**config.mk**
```make
export PLATFORM = sky130hd
export DESIGN_NAME = phy_window_bridge
export DESIGN_NICKNAME = d
export VERILOG_FILES = /design/src/rtl/pwb_pkg.sv /design/src/rtl/pwb_port_decode.sv /design/src/rtl/pwb_data_lanes.sv /design/src/rtl/pwb_cmd_seq.sv /design/src/rtl/phy_window_bridge.sv
export SDC_FILE = /design/constraint.sdc
export NUM_CORES = 1
export LEC_CHECK = 0
export ABC_AREA = 1
export BUFFER_PORTS_ARGS = -buffer_cell sky130_fd_sc_hd__buf_2
export CAP_MARGIN = 20
export CORE_MARGIN = 10
export CORE_UTILIZATION = 35
export CTS_BUF_LIST = sky130_fd_sc_hd__clkbuf_8
export DETAILED_ROUTE_END_ITERATION = 8
export SLEW_MARGIN = 10
export SYNTH_ARGS = -nofsm -noshare
export SYNTH_HDL_FRONTEND = slang
export SYNTH_SLANG_ARGS = --single-unit
```
**constraint.sdc**
```tcl
create_clock -name clk_i -period 1.71 [get_ports clk_i]
set_input_delay 0.171 -clock clk_i [delete_from_list [all_inputs] [get_ports clk_i]]
set_output_delay 0.171 -clock clk_i [all_outputs]
set_load 0.02 [all_outputs]
```
**src/rtl/pwb_pkg.sv**
```systemverilog
package pwb_pkg;
  localparam int unsigned REG_AW = 5;
  localparam logic [REG_AW-1:0] OFF_PAGE  = 5'h10;
  localparam logic [REG_AW-1:0] OFF_CMD   = 5'h11;
  localparam logic [REG_AW-1:0] OFF_DATA0 = 5'h18;
  localparam int unsigned PAGE_EN_BIT = 0;
  localparam int unsigned CMD_WR_BIT  = 0;
  localparam int unsigned CMD_RD_BIT  = 1;

  typedef enum logic [1:0] {
    SEQ_IDLE = 2'd0,
    SEQ_WR   = 2'd1,
    SEQ_RD   = 2'd2
  } seq_state_e;
endpackage

```
**src/rtl/pwb_port_decode.sv**
```systemverilog
module pwb_port_decode
  import pwb_pkg::*;
#(
  parameter int unsigned DEV_W = 5,
  parameter logic [DEV_W-1:0] DEV_ADDR = 5'd30,
  parameter int unsigned LANES = 4,
  parameter int unsigned REG_W = 16,
  localparam int unsigned DATA_W = LANES * REG_W
) (
  input  logic              clk_i,
  input  logic              rst_ni,
  input  logic              req_i,
  input  logic              we_i,
  input  logic [DEV_W-1:0]  dev_i,
  input  logic [REG_AW-1:0] reg_i,
  input  logic [REG_W-1:0]  page_q_i,
  input  logic [REG_W-1:0]  cmd_q_i,
  input  logic [DATA_W-1:0] lanes_q_i,
  output logic              page_we_o,
  output logic              cmd_we_o,
  output logic [LANES-1:0]  lane_we_o,
  output logic              ack_o,
  output logic [REG_W-1:0]  rdata_o
);
  logic             hit, is_page, is_cmd;
  logic [LANES-1:0] lane_sel;
  logic [REG_W-1:0] rd_mux;

  assign hit     = req_i && (dev_i == DEV_ADDR);
  assign is_page = (reg_i == OFF_PAGE);
  assign is_cmd  = (reg_i == OFF_CMD);

  for (genvar l = 0; l < LANES; l++) begin : g_lane_sel
    localparam logic [REG_AW-1:0] LaneOff = REG_AW'(int'(OFF_DATA0) + l);
    assign lane_sel[l] = (reg_i == LaneOff);
  end

  assign page_we_o = hit && we_i && is_page;
  assign cmd_we_o  = hit && we_i && is_cmd;
  assign lane_we_o = {LANES{hit && we_i}} & lane_sel;

  always_comb begin
    rd_mux = '0;
    if (is_page) rd_mux = page_q_i;
    if (is_cmd)  rd_mux = cmd_q_i;
    for (int l = 0; l < LANES; l++) begin
      if (lane_sel[l]) rd_mux = lanes_q_i[l*REG_W +: REG_W];
    end
  end

  always_ff @(posedge clk_i or negedge rst_ni) begin
    if (!rst_ni) begin
      ack_o   <= 1'b0;
      rdata_o <= '0;
    end else begin
      ack_o   <= hit;
      rdata_o <= (hit && !we_i) ? rd_mux : '0;
    end
  end
endmodule

```
**src/rtl/pwb_data_lanes.sv**
```systemverilog
module pwb_data_lanes #(
  parameter int unsigned LANES = 4,
  parameter int unsigned REG_W = 16,
  localparam int unsigned DATA_W = LANES * REG_W
) (
  input  logic              clk_i,
  input  logic              rst_ni,
  input  logic [LANES-1:0]  lane_we_i,
  input  logic [REG_W-1:0]  wdata_i,
  input  logic              load_i,
  input  logic [DATA_W-1:0] load_data_i,
  output logic [DATA_W-1:0] lanes_q_o
);
  for (genvar l = 0; l < LANES; l++) begin : g_lane
    logic [REG_W-1:0] lane_q;
    always_ff @(posedge clk_i or negedge rst_ni) begin
      if (!rst_ni)           lane_q <= '0;
      else if (load_i)       lane_q <= load_data_i[l*REG_W +: REG_W];
      else if (lane_we_i[l]) lane_q <= wdata_i;
    end
    assign lanes_q_o[l*REG_W +: REG_W] = lane_q;
  end
endmodule

```
**src/rtl/pwb_cmd_seq.sv**
```systemverilog
module pwb_cmd_seq
  import pwb_pkg::*;
#(
  parameter int unsigned REG_W  = 16,
  parameter int unsigned PAGE_W = 8,
  parameter int unsigned OFS_W  = 8,
  localparam int unsigned PAGE_PAD = REG_W - PAGE_W - 1,
  localparam int unsigned CMD_PAD  = REG_W - OFS_W - 2
) (
  input  logic              clk_i,
  input  logic              rst_ni,
  input  logic              page_we_i,
  input  logic              cmd_we_i,
  input  logic [REG_W-1:0]  wdata_i,
  input  logic              ib_ready_i,
  output logic [REG_W-1:0]  page_q_o,
  output logic [REG_W-1:0]  cmd_q_o,
  output logic [PAGE_W-1:0] ib_page_o,
  output logic [OFS_W-1:0]  ib_offset_o,
  output logic              ib_rd_o,
  output logic              ib_wr_o,
  output logic              load_o
);
  seq_state_e        state_q;
  logic [PAGE_W-1:0] page_num_q, ib_page_q;
  logic              page_en_q;
  logic [OFS_W-1:0]  ofs_q;
  logic              idle, cmd_rd, cmd_wr, launch, finish;
  logic              unused_wdata;

  assign unused_wdata = ^wdata_i;
  assign idle   = (state_q == SEQ_IDLE);
  assign cmd_rd = wdata_i[CMD_RD_BIT];
  assign cmd_wr = wdata_i[CMD_WR_BIT];
  assign launch = cmd_we_i && idle && page_en_q && (cmd_rd || cmd_wr);
  assign finish = !idle && ib_ready_i;

  always_ff @(posedge clk_i or negedge rst_ni) begin
    if (!rst_ni) begin
      page_num_q <= '0;
      page_en_q  <= 1'b0;
    end else if (page_we_i) begin
      page_num_q <= wdata_i[REG_W-1 -: PAGE_W];
      page_en_q  <= wdata_i[PAGE_EN_BIT];
    end
  end

  always_ff @(posedge clk_i or negedge rst_ni) begin
    if (!rst_ni) begin
      state_q   <= SEQ_IDLE;
      ofs_q     <= '0;
      ib_page_q <= '0;
    end else begin
      if (cmd_we_i && idle) ofs_q <= wdata_i[REG_W-1 -: OFS_W];
      if (launch) begin
        state_q   <= cmd_rd ? SEQ_RD : SEQ_WR;  // both bits: read
        ib_page_q <= page_num_q;
      end else if (finish) begin
        state_q <= SEQ_IDLE;
      end
    end
  end

  assign ib_rd_o     = (state_q == SEQ_RD);
  assign ib_wr_o     = (state_q == SEQ_WR);
  assign ib_page_o   = ib_page_q;
  assign ib_offset_o = ofs_q;
  assign load_o      = ib_rd_o && ib_ready_i;
  assign page_q_o    = {page_num_q, {PAGE_PAD{1'b0}}, page_en_q};
  assign cmd_q_o     = {ofs_q, {CMD_PAD{1'b0}}, ib_rd_o, ib_wr_o};
endmodule

```
**src/rtl/phy_window_bridge.sv**
```systemverilog
module phy_window_bridge
  import pwb_pkg::*;
#(
  parameter int unsigned DEV_W = 5,
  parameter logic [DEV_W-1:0] DEV_ADDR = 5'd30,
  parameter int unsigned LANES  = 4,
  parameter int unsigned REG_W  = 16,
  parameter int unsigned PAGE_W = 8,
  parameter int unsigned OFS_W  = 8,
  localparam int unsigned DATA_W = LANES * REG_W
) (
  input  logic              clk_i,
  input  logic              rst_ni,
  input  logic              mgmt_req_i,
  input  logic              mgmt_we_i,
  input  logic [DEV_W-1:0]  mgmt_dev_i,
  input  logic [REG_AW-1:0] mgmt_reg_i,
  input  logic [REG_W-1:0]  mgmt_wdata_i,
  output logic              mgmt_ack_o,
  output logic [REG_W-1:0]  mgmt_rdata_o,
  output logic [PAGE_W-1:0] ib_page_o,
  output logic [OFS_W-1:0]  ib_offset_o,
  output logic              ib_rd_o,
  output logic              ib_wr_o,
  output logic [DATA_W-1:0] ib_wdata_o,
  input  logic [DATA_W-1:0] ib_rdata_i,
  input  logic              ib_ready_i
);
  logic              page_we, cmd_we, load;
  logic [LANES-1:0]  lane_we;
  logic [REG_W-1:0]  page_q, cmd_q;
  logic [DATA_W-1:0] lanes_q;

  pwb_port_decode #(
    .DEV_W(DEV_W), .DEV_ADDR(DEV_ADDR), .LANES(LANES), .REG_W(REG_W)
  ) i_decode (
    .clk_i, .rst_ni,
    .req_i(mgmt_req_i), .we_i(mgmt_we_i), .dev_i(mgmt_dev_i), .reg_i(mgmt_reg_i),
    .page_q_i(page_q), .cmd_q_i(cmd_q), .lanes_q_i(lanes_q),
    .page_we_o(page_we), .cmd_we_o(cmd_we), .lane_we_o(lane_we),
    .ack_o(mgmt_ack_o), .rdata_o(mgmt_rdata_o)
  );

  pwb_data_lanes #(.LANES(LANES), .REG_W(REG_W)) i_lanes (
    .clk_i, .rst_ni,
    .lane_we_i(lane_we), .wdata_i(mgmt_wdata_i),
    .load_i(load), .load_data_i(ib_rdata_i),
    .lanes_q_o(lanes_q)
  );

  pwb_cmd_seq #(.REG_W(REG_W), .PAGE_W(PAGE_W), .OFS_W(OFS_W)) i_seq (
    .clk_i, .rst_ni,
    .page_we_i(page_we), .cmd_we_i(cmd_we), .wdata_i(mgmt_wdata_i),
    .ib_ready_i,
    .page_q_o(page_q), .cmd_q_o(cmd_q),
    .ib_page_o, .ib_offset_o, .ib_rd_o, .ib_wr_o,
    .load_o(load)
  );

  assign ib_wdata_o = lanes_q;
endmodule

```
==> out/summary.json, run 1 <==
{
  "worst_slew_margin_rel_pct": 68.0,
  "cts_root_buf": "sky130_fd_sc_hd__clkbuf_8",
  "grt_antenna_before_repair": 0,
  "cts_buffer_depth": 2,
  "groute.usage.overall_pct": 18.4,
  "pre_cts_ws_ns": 0.105,
  "post_synth_xor_area_fraction_pct": 0,
  "critical_path.max_stage_delay_ns": 0.45,
  "initial_standard_cell_utilization_of_the_core_pct": 35.6,
  "clk_pin_slew_ns": 0.11,
  "vdd_ir_drop_max_mv": 0.327,
  "hp-start": "mgmt_wdata_i[15]",
  "cp_top_delay_family": "flip-flops",
  "yosys_warnings": 0,
  "power_per_cell_area_nw_per_um2": 748,
  "dieArea_um2": 21600,
  "fp.dieW_um": 147,
  "totalWireLength_um": 20600,
  "setup_total_negative_slack_ns": 0,
  "start_of_the_worst_register_to_register_path": "i_seq.state_q[0]",
  "grt_setup_unrepaired": "no",
  "postCtsSetupBuffers": 0,
  "required_ns": 1.54,
  "post_synth_num_cell_types": 23,
  "syn_area_um2": 5640,
  "synth_top_area_cell": "sky130_fd_sc_hd__dfrtp_1",
  "hold_path.class": "in -> reg",
  "cts_max_level": 3,
  "post-route-cell-area_um2": 7250,
  "design.core.area_um2": 15800,
  "hold_path_depth": 3,
  "drt_iter0_markers": 384,
  "synthCells": 759,
  "worst-path-buf-inv": 2,
  "synth.top_cells.by_area": "sky130_fd_sc_hd__dfrtp_1, sky130_fd_sc_hd__nand2_1, sky130_fd_sc_hd__nand3_1",
  "tritoncts_num_sinks": 108,
  "tritoncts": "built",
  "maximum_number_of_pins_on_one_net_before_global_route_repair": 44,
  "startpoint_type": "register",
  "synthesis.area_per_instance_um2": 7.43,
  "yosys_register_bits": 108,
  "critical_path_end_type": "output port",
  "final_hold_viol_count": 0,
  "path_max_fanout": 17,
  "boundaryPins": 194,
  "synth_compound_area_share_pct": 10.4,
  "clkLatencyLatePin_ns": 0.40,
  "drt-wirelength-per-cell_um": 17.5,
  "reg2regPathDepth": 7,
  "fin_crit_sh_pct": 95.2,
  "sequential_area_share_after_synthesis_pct": 47.9,
  "viasPerCell": 4.92,
  "final_net_count": 1051,
  "run_status": "completed",
  "post_synth_and_or_nand_nor_area_fraction_pct": 31.2,
  "post_synth_mux_area_share_pct": 0,
  "grt_pass1_vias": 5539,
  "min_period_ns": 1.63,
  "worst_clock_skew_ns": 0.0156,
  "fp.dieH_um": 147,
  "timing.setup.critical_path_class": "reg -> out",
  "placement_rows": 46,
  "drv.max_cap_violation_count": 0,
  "cell_breakdown_of_the_critical_path": "nor2_4 > buf_4 > buf_2",
  "fmax_mhz": 614,
  "route.vias.total": 5795,
  "netlist.area_leader.share_pct": 47.9,
  "static-leakage-power_nw": 3.81,
  "dpl_cell_area_um2": 7000,
  "timing.final.ws_setup_ns": 0.0822,
  "worst-endpoint-arrival_ns": 1.46,
  "slowest_stage": "sky130_fd_sc_hd__dfrtp_1",
  "num_cts_buffers": 9,
  "worstReg2RegEnd": "i_lanes.g_lane[3].lane_q[8]",
  "detailedRoute.firstPassIterationCount": 6,
  "postSynthNetCount": 854,
  "ant_nets": 0,
  "antenna-diode-count": 0,
  "remaining_drc_errors": 0,
  "synthAdderAreaFrac_pct": 0,
  "power_mw": 5.43,
  "post_route_cells_drive_above_1_share_pct": 26.8,
  "final_wtd_congestion": 0.869,
  "worst_slew_pin_slew_ns": 0.480,
  "area_growth_syn_to_layout_pct": 28.6,
  "r2r_slack_ns": 0.17,
  "report.final.slew_viol_count": 0,
  "grt_overflow_total": 0,
  "finalSetupViolations": 0,
  "io_buffer_count": 193,
  "grt_pass1_wl_um": 31400,
  "place.detailed.hpwl_um": 16100,
  "worst_hold_path.endpoint": "i_seq.ib_offset_o[7]",
  "combinational_family_with_the_most_area_after_synthesis": "simple AND/OR/NAND/NOR gates"
}
==> worst reg2reg max path, delay by kind of cell (launching register included) <==
| family | cells | cell delay, ns |
|---|---|---|
| AOI/OAI and AO/OA | 1 | 0.08 |
| and+or+nand+nor | 5 | 0.70 |
| buffers and inverters | 1 | 0.19 |
| DFF | 1 | 0.45 |
==> cells in the final DEF (no fill, tap or decap) <==
cell | Yosys | layout
sky130_fd_sc_hd__buf_2 | 22 | 192
sky130_fd_sc_hd__dfrtp_1 | 108 | 108
sky130_fd_sc_hd__nand4_2 | 2 | 2
sky130_fd_sc_hd__nand2_1 | 218 | 218
sky130_fd_sc_hd__o21ai_0 | 97 | 97
sky130_fd_sc_hd__nand3_4 | 1 | 1
sky130_fd_sc_hd__nor3_4 | 1 | 1
sky130_fd_sc_hd__nand3_1 | 98 | 98
sky130_fd_sc_hd__dlygate4sd3_1 | 0 | 7
sky130_fd_sc_hd__buf_12 | 0 | 6
sky130_fd_sc_hd__nand3_2 | 2 | 2
sky130_fd_sc_hd__nor2_2 | 2 | 2
sky130_fd_sc_hd__o21ai_1 | 9 | 7
sky130_fd_sc_hd__clkbuf_8 | 0 | 10
sky130_fd_sc_hd__clkinvlp_4 | 0 | 1
sky130_fd_sc_hd__a21oi_1 | 6 | 6
sky130_fd_sc_hd__inv_6 | 0 | 2
sky130_fd_sc_hd__nor2_1 | 27 | 26
sky130_fd_sc_hd__nor2_8 | 1 | 1
sky130_fd_sc_hd__o21ai_2 | 2 | 4
sky130_fd_sc_hd__o211ai_1 | 1 | 1
sky130_fd_sc_hd__buf_4 | 3 | 27
sky130_fd_sc_hd__or2_2 | 2 | 2
sky130_fd_sc_hd__nand4_1 | 33 | 33
sky130_fd_sc_hd__clkinv_4 | 0 | 2
sky130_fd_sc_hd__inv_1 | 101 | 102
sky130_fd_sc_hd__nor2_4 | 2 | 3
==> sequential cells by signal (all words and copies together), names as in the netlist <==
signal and cells:
i_seq.ib_page_o 8, i_seq.page_num_q 8, i_lanes.g_lane.lane_q 64, i_decode.ack_o 1, i_decode.rdata_o 16, i_seq.ib_offset_o 8, i_seq.state_q 2, i_seq.page_en_q 1
==> layer usage <==
metal / vias up / share of wire (%) / global-route usage, %
li1: 2846 / - / -
met1: 2711 / 46 / 25.3
met2: 223 / 45 / 28.0
met3: 15 / 7.7 / 4.61
met4: 0 / 1.3 / 5.45
met5: - / 0 / 0
==> stage by stage <==
step                      hold slack (ns)  std cells  utilization (%)
final                              0.0211       1177             45.8
after global routing               0.0248       1177             45.8
after CTS                         0.00309       1177             45.8
after detailed placement            0.143       1154             44.2
after global placement              0.145       1154             44.2
after floorplan                    -0.125        759                -
==> cells in the mapped netlist (all sizes together) <==
library cell	number
nand3	101
or2	2
o21ai	108
buf	26
nor3	1
clkbuf	20
nor2	32
nand2	218
dfrtp	108
inv	101
a21oi	6
nand4	35
o211ai	1
==> final cells by class <==
cell class | instances | area, µm²
Inverter | 101 | 379
Multi-Input combinational cell | 504 | 2360
Sequential cell | 108 | 2700
Timing Repair Buffer | 232 | 1350
Fill cell | 1637 | 8570
Tap cell | 216 | 270
Clock inverter | 6 | 46.3
Clock buffer | 10 | 138
==> what timing repair did <==
item                      CTS  global route
hold endpoints to repair   40             0
hold buffers                7             0
resized for setup           0             0
==> logic make-up (layout without fill, tap and decap cells) <==
kind of cell           Yosys count  after routing
AND/OR/NAND/NOR                389            389
buffers and inverters          147            349
AO/OA/AOI/OAI                  115            115
flip-flops                     108            108
==> worst max-delay path by stage <==
stage / startpoint / endpoint / slack (ns) / cells after the start
floorplan: i_seq.state_q[0] / i_lanes.g_lane[2].lane_q[0] / 0.36 / 8
global placement: mgmt_dev_i[3] / i_seq.ib_page_o[3] / 0.14 / 9
detailed placement: mgmt_dev_i[3] / i_seq.ib_page_o[5] / 0.10 / 9
CTS: i_seq.state_q[0] / ib_rd_o / 0.06 / 3
global route: i_seq.state_q[0] / ib_rd_o / 0.007 / 3
finish: i_seq.state_q[0] / ib_rd_o / 0.08 / 3
==> where the power goes <==
part | switching (mW) | internal [mW] | leakage [nW]
clock | 0.952 | 0.582 | 0.0947
sequential | 0.137 | 2.73 | 1.19
combinational | 0.689 | 0.340 | 2.52
Note: power is estimated with default switching activity, not from simulation.
==> run 2, diff against run 1 <==
--- a/config.mk
+++ b/config.mk
@@ -9,9 +9,10 @@
 export BUFFER_PORTS_ARGS = -buffer_cell sky130_fd_sc_hd__buf_2
 export CAP_MARGIN = 20
 export CORE_MARGIN = 10
-export CORE_UTILIZATION = 35
+export CORE_UTILIZATION = 50
 export CTS_BUF_LIST = sky130_fd_sc_hd__clkbuf_8
 export DETAILED_ROUTE_END_ITERATION = 8
+export PLACE_DENSITY = 0.8
 export SLEW_MARGIN = 10
 export SYNTH_ARGS = -nofsm -noshare
 export SYNTH_HDL_FRONTEND = slang
==> run 2 against run 1 <==
  * Combinational power about the same
  * Cell area decreased by 2.8%
  * Via count increased by 2.2%
  * Hold slack improved by 0.012 ns
  * Global-route usage increased by 4.9 points
  * First-iteration DRC count increased by 97%
  * Highest routed layer unchanged
  * Wire length decreased by 6.7%
==> out/summary.json, run 2 (synthesized netlist as in run 1, its figures left out) <==
{
  "slowest_stage": {"value": "sky130_fd_sc_hd__dfrtp_1", "change": "unchanged"},
  "worst_clock_skew": {"value": 0.0158, "unit": "ns", "change": "was 0.0156 ns"},
  "grt_pass1_vias": {"value": 5793, "change": "was 5539"},
  "run_status": {"value": "completed", "change": "unchanged"},
  "final_net_count": {"value": 1039, "change": "was 1051"},
  "num-fill-cells": {"value": 988, "change": "was 1637"},
  "min_period": {"value": 1.60, "unit": "ns", "change": "was 1.63 ns"},
  "cell_breakdown_of_the_critical_path": {"value": "nor2_4 > buf_8 > buf_2", "change": "was nor2_4 > buf_4 > buf_2"},
  "cp_top_delay_family": {"value": "buffers and inverters", "change": "was flip-flops"},
  "layout_commonest_cell": {"value": "sky130_fd_sc_hd__nand2_1", "change": "unchanged"},
  "area_growth_syn_to_layout": {"value": 25.0, "unit": "%", "change": "was 28.6%"},
  "fp.dieW": {"value": 126, "unit": "µm", "change": "was 147 µm"},
  "hold_path.class": {"value": "in -> reg", "change": "unchanged"},
  "dieArea": {"value": 15900, "unit": "µm²", "change": "was 21600 µm²"},
  "grt_overflow_total": {"value": 0, "change": "unchanged"},
  "final.hold.worst_slack": {"value": 0.0330, "unit": "ns", "change": "was 0.0211 ns"},
  "required": {"value": 1.54, "unit": "ns", "change": "about the same"},
  "cts_root_buf": {"value": "sky130_fd_sc_hd__clkbuf_8", "change": "unchanged"},
  "antenna-diode-count": {"value": 0, "change": "unchanged"},
  "cts_buffer_depth": {"value": 2, "change": "unchanged"},
  "drv.max_cap_violation_count": {"value": 0, "change": "unchanged"},
  "drt_iter0_markers": {"value": 755, "change": "was 384"},
  "fin_crit_sh": {"value": 93.7, "unit": "%", "change": "was 95.2%"},
  "route.vias.total": {"value": 5922, "change": "was 5795"},
  "cts_max_level": {"value": 3, "change": "unchanged"},
  "post_route_cells_drive_above_1_share": {"value": 26.6, "unit": "%", "change": "was 26.8%"},
  "worst_slew_pin_slew": {"value": 0.567, "unit": "ns", "change": "was 0.480 ns"},
  "detailedRoute.firstPassIterationCount": {"value": 5, "change": "was 6"},
  "placement_rows": {"value": 38, "change": "was 46"},
  "path_max_fanout": {"value": 40, "change": "was 17"},
  "clkLatencyLatePin": {"value": 0.37, "unit": "ns", "change": "was 0.40 ns"},
  "power_per_cell_area": {"value": 773, "unit": "nW/µm²", "change": "was 748 nW/µm²"},
  "placed_cells": {"value": 1070, "change": "was 1154"},
  "worst_slew_margin_rel": {"value": 62.2, "unit": "%", "change": "was 68.0%"},
  "largest_register": {"value": "i_lanes.g_lane.lane_q", "change": "unchanged"},
  "tritoncts_num_sinks": {"value": 108, "change": "unchanged"},
  "timing.setup.critical_path_class": {"value": "reg -> out", "change": "unchanged"},
  "final_wtd_congestion": {"value": 0.905, "change": "was 0.869"},
  "totalWireLength": {"value": 19200, "unit": "µm", "change": "was 20600 µm"},
  "place.detailed.hpwl": {"value": 14800, "unit": "µm", "change": "was 16100 µm"},
  "startpoint_type": {"value": "register", "change": "unchanged"},
  "finalSetupViolations": {"value": 0, "change": "unchanged"},
  "fp.dieH": {"value": 126, "unit": "µm", "change": "was 147 µm"},
  "num_cts_buffers": {"value": 9, "change": "unchanged"},
  "postCtsSetupBuffers": {"value": 0, "change": "unchanged"},
  "ant_nets": {"value": 0, "change": "unchanged"},
  "static-leakage-power": {"value": 3.76, "unit": "nW", "change": "was 3.81 nW"},
  "worst-path-buf-inv": {"value": 2, "change": "unchanged"},
  "critical_path.max_stage_delay": {"value": 0.43, "unit": "ns", "change": "was 0.45 ns"},
  "most-common-layout-cells": {"value": "sky130_fd_sc_hd__nand2_1, sky130_fd_sc_hd__buf_2, sky130_fd_sc_hd__dfrtp_1, sky130_fd_sc_hd__inv_1, sky130_fd_sc_hd__nand3_1", "change": "unchanged"},
  "final_hold_viol_count": {"value": 0, "change": "unchanged"},
  "viasPerCell": {"value": 5.44, "change": "was 4.92"},
  "tritoncts": {"value": "built", "change": "unchanged"},
  "clk_pin_slew": {"value": 0.11, "unit": "ns", "change": "about the same"},
  "seq_area": {"value": 2700, "unit": "µm²", "change": "unchanged"},
  "drt-wirelength-per-cell": {"value": 17.7, "unit": "µm", "change": "was 17.5 µm"},
  "grt_setup_unrepaired": {"value": "no", "change": "unchanged"},
  "design.core.area": {"value": 10900, "unit": "µm²", "change": "was 15800 µm²"},
  "multi_input_area": {"value": 2360, "unit": "µm²", "change": "unchanged"},
  "maximum_number_of_pins_on_one_net_before_global_route_repair": {"value": 49, "change": "was 44"},
  "grt_pass1_wl": {"value": 30400, "unit": "µm", "change": "was 31400 µm"},
  "report.final.slew_viol_count": {"value": 0, "change": "unchanged"},
  "critical_path_end_type": {"value": "output port", "change": "unchanged"},
  "reg.largest.list": {"value": "i_lanes.g_lane.lane_q: 64 flops, i_decode.rdata_o: 16 flops", "change": "unchanged"},
  "boundaryPins": {"value": 194, "change": "unchanged"},
  "vdd_ir_drop_max": {"value": 0.419, "unit": "mV", "change": "was 0.327 mV"},
  "grt_antenna_before_repair": {"value": 0, "change": "unchanged"},
  "fmax": {"value": 624, "unit": "MHz", "change": "was 614 MHz"},
  "layoutNonFillerInstCount": {"value": 1089, "change": "was 1177"},
  "worst-endpoint-arrival": {"value": 1.43, "unit": "ns", "change": "was 1.46 ns"},
  "remaining_drc_errors": {"value": 0, "change": "unchanged"},
  "initial_standard_cell_utilization_of_the_core": {"value": 51.6, "unit": "%", "change": "was 35.6%"},
  "io_buffer_count": {"value": 193, "change": "unchanged"},
  "utilization": {"value": 64.5, "unit": "%", "change": "was 45.8%"},
  "largest_register_ffs": {"value": 64, "change": "unchanged"},
  "groute.usage.overall": {"value": 23.4, "unit": "%", "change": "was 18.4%"}
}
[run 2: changes by cell type in the layout (fill, tap and decap cells not counted), sizes merged]
cell,change
buf,-6
dlygate4sd3,-6
bufinv,+1
clkbuf,-1
[run 2: worst paths after layout]
path                                      startpoint                            to  slack [ns]  depth (start not counted)
worst max-delay path                i_seq.state_q[0]                       ib_rd_o        0.11                          3
worst min-delay path                mgmt_wdata_i[14]          i_seq.ib_offset_o[6]        0.03                          3
worst max register to register      i_seq.state_q[0]  i_lanes.g_lane[2].lane_q[10]        0.15                          7
worst min register to register  i_seq.ib_offset_o[0]          i_seq.ib_offset_o[0]        0.54                          2
max in group asynchronous                     rst_ni  i_lanes.g_lane[2].lane_q[10]        0.80                          3
min in group asynchronous                     rst_ni   i_lanes.g_lane[1].lane_q[8]        0.32                          2
[run 2: what timing repair did]
action,4_1_cts,5_1_grt
hold buffers,1,0
gates resized for setup,1,1
hold endpoints to repair,32,0
setup endpoints to repair,1,1
[run 2: where the power goes]
| part | switching [mW] | internal, mW | total (mW) |
|---|---|---|---|
| clock network | 0.892 | 0.689 | 1.58 |
| registers | 0.138 | 2.73 | 2.87 |
| logic | 0.680 | 0.325 | 1.00 |
[run 2: cell type report]
class / count / share of cell area, %
repair buffers: 220 / 17.5
inverters: 101 / 5.38
flip-flops and latches: 108 / 38.3
multi-input cells: 504 / 33.5
clock buffers: 9 / 1.76
clock inverters: 7 / 1.06
well taps: 140 / 2.48
[run 2: layer usage]
| layer | GRT usage [%] | part of all wire [%] | vias up |
|---|---|---|---|
| li1 | - | - | 2813 |
| met1 | 30.7 | 41 | 2747 |
| met2 | 37.1 | 46 | 333 |
| met3 | 5.70 | 11 | 29 |
| met4 | 7.37 | 2.0 | 0 |
| met5 | 0 | 0 | - |
[run 2: metrics by stage]
| step | instance area, µm² | total power, mW | setup slack, ns | TNS [ns] |
|---|---|---|---|---|
| 2_1_floorplan | 5640 | 3.39 | 0.358 | 0 |
| 3_3_place_gp | 6810 | 3.90 | -0.0391 | -0.889 |
| 3_5_place_dp | 6810 | 3.92 | -0.231 | -5.00 |
| 4_1_cts | 7020 | 5.49 | 0.0372 | 0 |
| 5_1_grt | 7050 | 5.71 | 0.0233 | 0 |
| 6_report | 7050 | 5.45 | 0.108 | 0 |
[run 2: worst reg2reg max path, delay by kind of cell (launching register included)]
kind / cells / cell delay, ns
AOI/OAI and AO/OA: 2 / 0.31
buffers and inverters: 2 / 0.43
DFF: 1 / 0.43
and+or+nand+nor: 3 / 0.31
==> run 3, diff against run 2 <==
--- a/config.mk
+++ b/config.mk
@@ -12,8 +12,9 @@
 export CORE_UTILIZATION = 50
 export CTS_BUF_LIST = sky130_fd_sc_hd__clkbuf_8
 export DETAILED_ROUTE_END_ITERATION = 8
-export PLACE_DENSITY = 0.8
+export PLACE_DENSITY = 0.79
 export SLEW_MARGIN = 10
 export SYNTH_ARGS = -nofsm -noshare
 export SYNTH_HDL_FRONTEND = slang
+export SYNTH_HIERARCHICAL = 1
 export SYNTH_SLANG_ARGS = --single-unit
==> run 3 against run 2 <==
  * Core utilization down 2.6 points
  * Cell area down 0.23%
  * Clock power up 12%
  * Clock-buffer cell count up 1
  * Worst setup slack better by 0.010 ns
  * Critical path type is now reg -> reg
  * Wire length up 1.9%
  * Sequential share of layout area up 0.089 points
  * Sequential cell count unchanged
==> out/summary.json, run 3 <==
{
  "crit_start": {"value": "i_seq/state_q[1]", "change": "was i_seq.state_q[0]"},
  "most-common-layout-cells": {"value": "sky130_fd_sc_hd__nand2_1, sky130_fd_sc_hd__buf_2, sky130_fd_sc_hd__nand3_1, sky130_fd_sc_hd__dfrtp_1, sky130_fd_sc_hd__nor2_1", "change": "was sky130_fd_sc_hd__nand2_1, sky130_fd_sc_hd__buf_2, sky130_fd_sc_hd__dfrtp_1, sky130_fd_sc_hd__inv_1, sky130_fd_sc_hd__nand3_1"},
  "layout_commonest_cell": {"value": "sky130_fd_sc_hd__nand2_1", "change": "unchanged"},
  "ys_dominant_reg_cell": {"value": "sky130_fd_sc_hd__dfrtp_1", "change": "unchanged"},
  "maximum_number_of_pins_on_one_net_before_global_route_repair": {"value": 65, "change": "was 49"},
  "place.detailed.hpwl": {"value": 14800, "unit": "µm", "change": "about the same"},
  "hold_path.class": {"value": "in -> reg", "change": "unchanged"},
  "reg.largest.list": {"value": "i_lanes/g_lane.lane_q: 64 flops, i_decode/rdata_o: 16 flops", "change": "was i_lanes.g_lane.lane_q: 64 flops, i_decode.rdata_o: 16 flops"},
  "power": {"value": 5.10, "unit": "mW", "change": "was 5.45 mW"},
  "cts_root_buf": {"value": "sky130_fd_sc_hd__clkbuf_8", "change": "unchanged"},
  "grt_overflow_total": {"value": 0, "change": "unchanged"},
  "worst_slew_pin_slew": {"value": 0.584, "unit": "ns", "change": "was 0.567 ns"},
  "io_buffer_count": {"value": 193, "change": "unchanged"},
  "drt_iter0_markers": {"value": 479, "change": "was 755"},
  "synthCells": {"value": 713, "change": "was 759"},
  "fp.dieH": {"value": 127, "unit": "µm", "change": "was 126 µm"},
  "drt-wirelength-per-cell": {"value": 18.8, "unit": "µm", "change": "was 17.7 µm"},
  "groute.usage.overall": {"value": 23.3, "unit": "%", "change": "was 23.4%"},
  "asyncSetResetFlopFracSynth": {"value": 100, "unit": "%", "change": "unchanged"},
  "synth.top_cells.by_area": {"value": "sky130_fd_sc_hd__dfrtp_1, sky130_fd_sc_hd__nand2_1, sky130_fd_sc_hd__nand3_1", "change": "unchanged"},
  "hold_path_depth": {"value": 3, "change": "unchanged"},
  "initial_standard_cell_utilization_of_the_core": {"value": 50.7, "unit": "%", "change": "was 51.6%"},
  "fp.dieW": {"value": 127, "unit": "µm", "change": "was 126 µm"},
  "power_per_cell_area": {"value": 724, "unit": "nW/µm²", "change": "was 773 nW/µm²"},
  "cts_buffer_depth": {"value": 2, "change": "unchanged"},
  "reg2regPathDepth": {"value": 7, "change": "unchanged"},
  "sequential_area_share_after_synthesis": {"value": 46.9, "unit": "%", "change": "was 47.9%"},
  "largest_register": {"value": "i_lanes/g_lane.lane_q", "change": "was i_lanes.g_lane.lane_q"},
  "remaining_drc_errors": {"value": 0, "change": "unchanged"},
  "tritoncts_num_sinks": {"value": 108, "change": "unchanged"},
  "fmax": {"value": 628, "unit": "MHz", "change": "was 624 MHz"},
  "critical_path_end_type": {"value": "register", "change": "was output port"},
  "totalWireLength": {"value": 19600, "unit": "µm", "change": "was 19200 µm"},
  "synth_top_area_cell": {"value": "sky130_fd_sc_hd__dfrtp_1", "change": "unchanged"},
  "worst-endpoint-arrival": {"value": 1.90, "unit": "ns", "change": "was 1.43 ns"},
  "num_cts_buffers": {"value": 9, "change": "unchanged"},
  "synth_edf_count": {"value": 0, "change": "unchanged"},
  "hp-start": {"value": "ib_rdata_i[21]", "change": "was mgmt_wdata_i[14]"},
  "clk_pin_slew": {"value": 0.11, "unit": "ns", "change": "about the same"},
  "worst_slew_margin_rel": {"value": 61.0, "unit": "%", "change": "was 62.2%"},
  "route.vias.total": {"value": 5814, "change": "was 5922"},
  "report.final.slew_viol_count": {"value": 0, "change": "unchanged"},
  "min_period": {"value": 1.59, "unit": "ns", "change": "was 1.60 ns"},
  "area_growth_syn_to_layout": {"value": 22.0, "unit": "%", "change": "was 25.0%"},
  "placement_rows": {"value": 39, "change": "was 38"},
  "seq_area": {"value": 2700, "unit": "µm²", "change": "unchanged"},
  "viasPerCell": {"value": 5.57, "change": "was 5.44"},
  "utilization": {"value": 61.9, "unit": "%", "change": "was 64.5%"},
  "required": {"value": 2.02, "unit": "ns", "change": "was 1.54 ns"},
  "yosys_register_bits": {"value": 108, "change": "unchanged"},
  "timing.setup.critical_path_class": {"value": "reg -> reg", "change": "was reg -> out"},
  "syn_area": {"value": 5770, "unit": "µm²", "change": "was 5640 µm²"},
  "vdd_ir_drop_max": {"value": 0.447, "unit": "mV", "change": "was 0.419 mV"},
  "design.core.area": {"value": 11400, "unit": "µm²", "change": "was 10900 µm²"},
  "path_max_fanout": {"value": 24, "change": "was 40"},
  "grt_pass1_vias": {"value": 5726, "change": "was 5793"},
  "grt_antenna_before_repair": {"value": 1, "change": "was 0"},
  "netlist.area_leader.share": {"value": 46.9, "unit": "%", "change": "was 47.9%"},
  "fin_crit_sh": {"value": 93.1, "unit": "%", "change": "was 93.7%"},
  "largest_register_ffs": {"value": 64, "change": "unchanged"},
  "post_route_cells_drive_above_1_share": {"value": 31.7, "unit": "%", "change": "was 26.6%"},
  "final_wtd_congestion": {"value": 0.852, "change": "was 0.905"},
  "drv.max_cap_violation_count": {"value": 0, "change": "unchanged"},
  "clkLatencyLatePin": {"value": 0.37, "unit": "ns", "change": "about the same"},
  "boundaryPins": {"value": 194, "change": "unchanged"},
  "cts_max_level": {"value": 3, "change": "unchanged"},
  "tritoncts": {"value": "built", "change": "unchanged"},
  "grt_pass1_wl": {"value": 30500, "unit": "µm", "change": "was 30400 µm"},
  "run_status": {"value": "completed", "change": "unchanged"},
  "num-fill-cells": {"value": 1035, "change": "was 988"},
  "final_net_count": {"value": 990, "change": "was 1039"},
  "dieArea": {"value": 16200, "unit": "µm²", "change": "was 15900 µm²"},
  "multi_input_area": {"value": 2500, "unit": "µm²", "change": "was 2360 µm²"},
  "startpoint_type": {"value": "register", "change": "unchanged"},
  "static-leakage-power": {"value": 3.74, "unit": "nW", "change": "was 3.76 nW"},
  "final_hold_viol_count": {"value": 0, "change": "unchanged"},
  "worst_clock_skew": {"value": 0.00952, "unit": "ns", "change": "was 0.0158 ns"},
  "synth_top_cells_by_count": {"value": "sky130_fd_sc_hd__nand2_1, sky130_fd_sc_hd__nand3_1, sky130_fd_sc_hd__dfrtp_1", "change": "was sky130_fd_sc_hd__nand2_1, sky130_fd_sc_hd__dfrtp_1, sky130_fd_sc_hd__inv_1"},
  "finalSetupViolations": {"value": 0, "change": "unchanged"},
  "yosysMostFrequentCell": {"value": "sky130_fd_sc_hd__nand2_1", "change": "unchanged"},
  "yosys_warnings": {"value": 6, "change": "was 0"},
  "synthesis.area_per_instance": {"value": 8.09, "unit": "µm²", "change": "was 7.43 µm²"},
  "ant_nets": {"value": 0, "change": "unchanged"},
  "detailedRoute.firstPassIterationCount": {"value": 5, "change": "unchanged"},
  "start_of_the_worst_register_to_register_path": {"value": "i_seq/state_q[1]", "change": "was i_seq.state_q[0]"},
  "post_synth_num_cell_types": {"value": 33, "change": "was 23"},
  "grt_setup_unrepaired": {"value": "no", "change": "unchanged"}
}
run 3: final timing paths:
check / endpoint / slack [ns]
max: i_lanes/g_lane[0].lane_q[15] / 0.12
min: i_lanes/g_lane[1].lane_q[5] / 0.009
max reg2reg: i_lanes/g_lane[0].lane_q[15] / 0.12
min reg2reg: i_seq/ib_page_o[7] / 0.48
max in group asynchronous: i_lanes/g_lane[2].lane_q[7] / 0.86
min in group asynchronous: i_seq/page_num_q[7] / 0.26
run 3: layout make-up:
type	count	share of cell area, %
clock buffer	10	1.96
sequential	108	38.4
inverter	29	1.65
antenna	1	0.0356
timing repair buffer	227	18.6
multi-input combinational	520	35.6
tap	143	2.54
clock inverter	6	1.24
run 3: kinds of logic after synthesis:
logic type      share of synthesized area (%)
buf+inv                                  10.7
other cells                            0.0650
mux                                      1.37
compound gates                           3.38
simple gates                             37.6
flops                                    46.9
run 3: metrics by stage:
stage	std cells	setup TNS [ns]	cell area (µm²)	hold slack (ns)	setup slack, ns
after floorplan	725	0	5810	-0.125	0.241
after global placement	1023	0	6770	0.117	0.0184
after detailed placement	1023	-0.650	6770	0.122	-0.0525
after CTS	1042	0	7020	0.00238	0.0756
after global routing	1044	0	7040	0.00196	0.0244
final	1044	0	7040	0.00885	0.119
run 3: what timing repair did:
action                     in CTS  in global routing
gates resized for setup         0                  1
setup buffers                   0                  0
hold endpoints to repair       26                  1
hold buffers                    3                  1
setup endpoints to repair       0                  9
run 3: where the power goes:
| part | leakage [nW] | switching [mW] | internal [mW] |
|---|---|---|---|
| Clock | 0.105 | 0.905 | 0.863 |
| Sequential | 1.43 | 0.0716 | 2.63 |
| Combinational | 2.20 | 0.408 | 0.217 |
| Total | 3.74 | 1.38 | 3.71 |
run 3: routing by layer:
layer / share of wire, % / GRT usage (%) / wire length (µm) / up-vias
met5: 0 / 0 / 0 / -
met4: 4.3 / 11.1 / 849 / 0
met3: 9.0 / 5.29 / 1750 / 55
met2: 49 / 38.8 / 9570 / 314
met1: 38 / 27.9 / 7420 / 2758
li1: - / - / - / 2687
run 3: critical path, stage by stage (launching register included):
cell and delay (ns):
sky130_fd_sc_hd__dfrtp_1 0.43, sky130_fd_sc_hd__inv_4 0.10, sky130_fd_sc_hd__nor3_2 0.05, sky130_fd_sc_hd__buf_4 0.18, sky130_fd_sc_hd__buf_12 0.18, sky130_fd_sc_hd__nor2_4 0.39, sky130_fd_sc_hd__nand2_1 0.10, sky130_fd_sc_hd__nand3_1 0.09
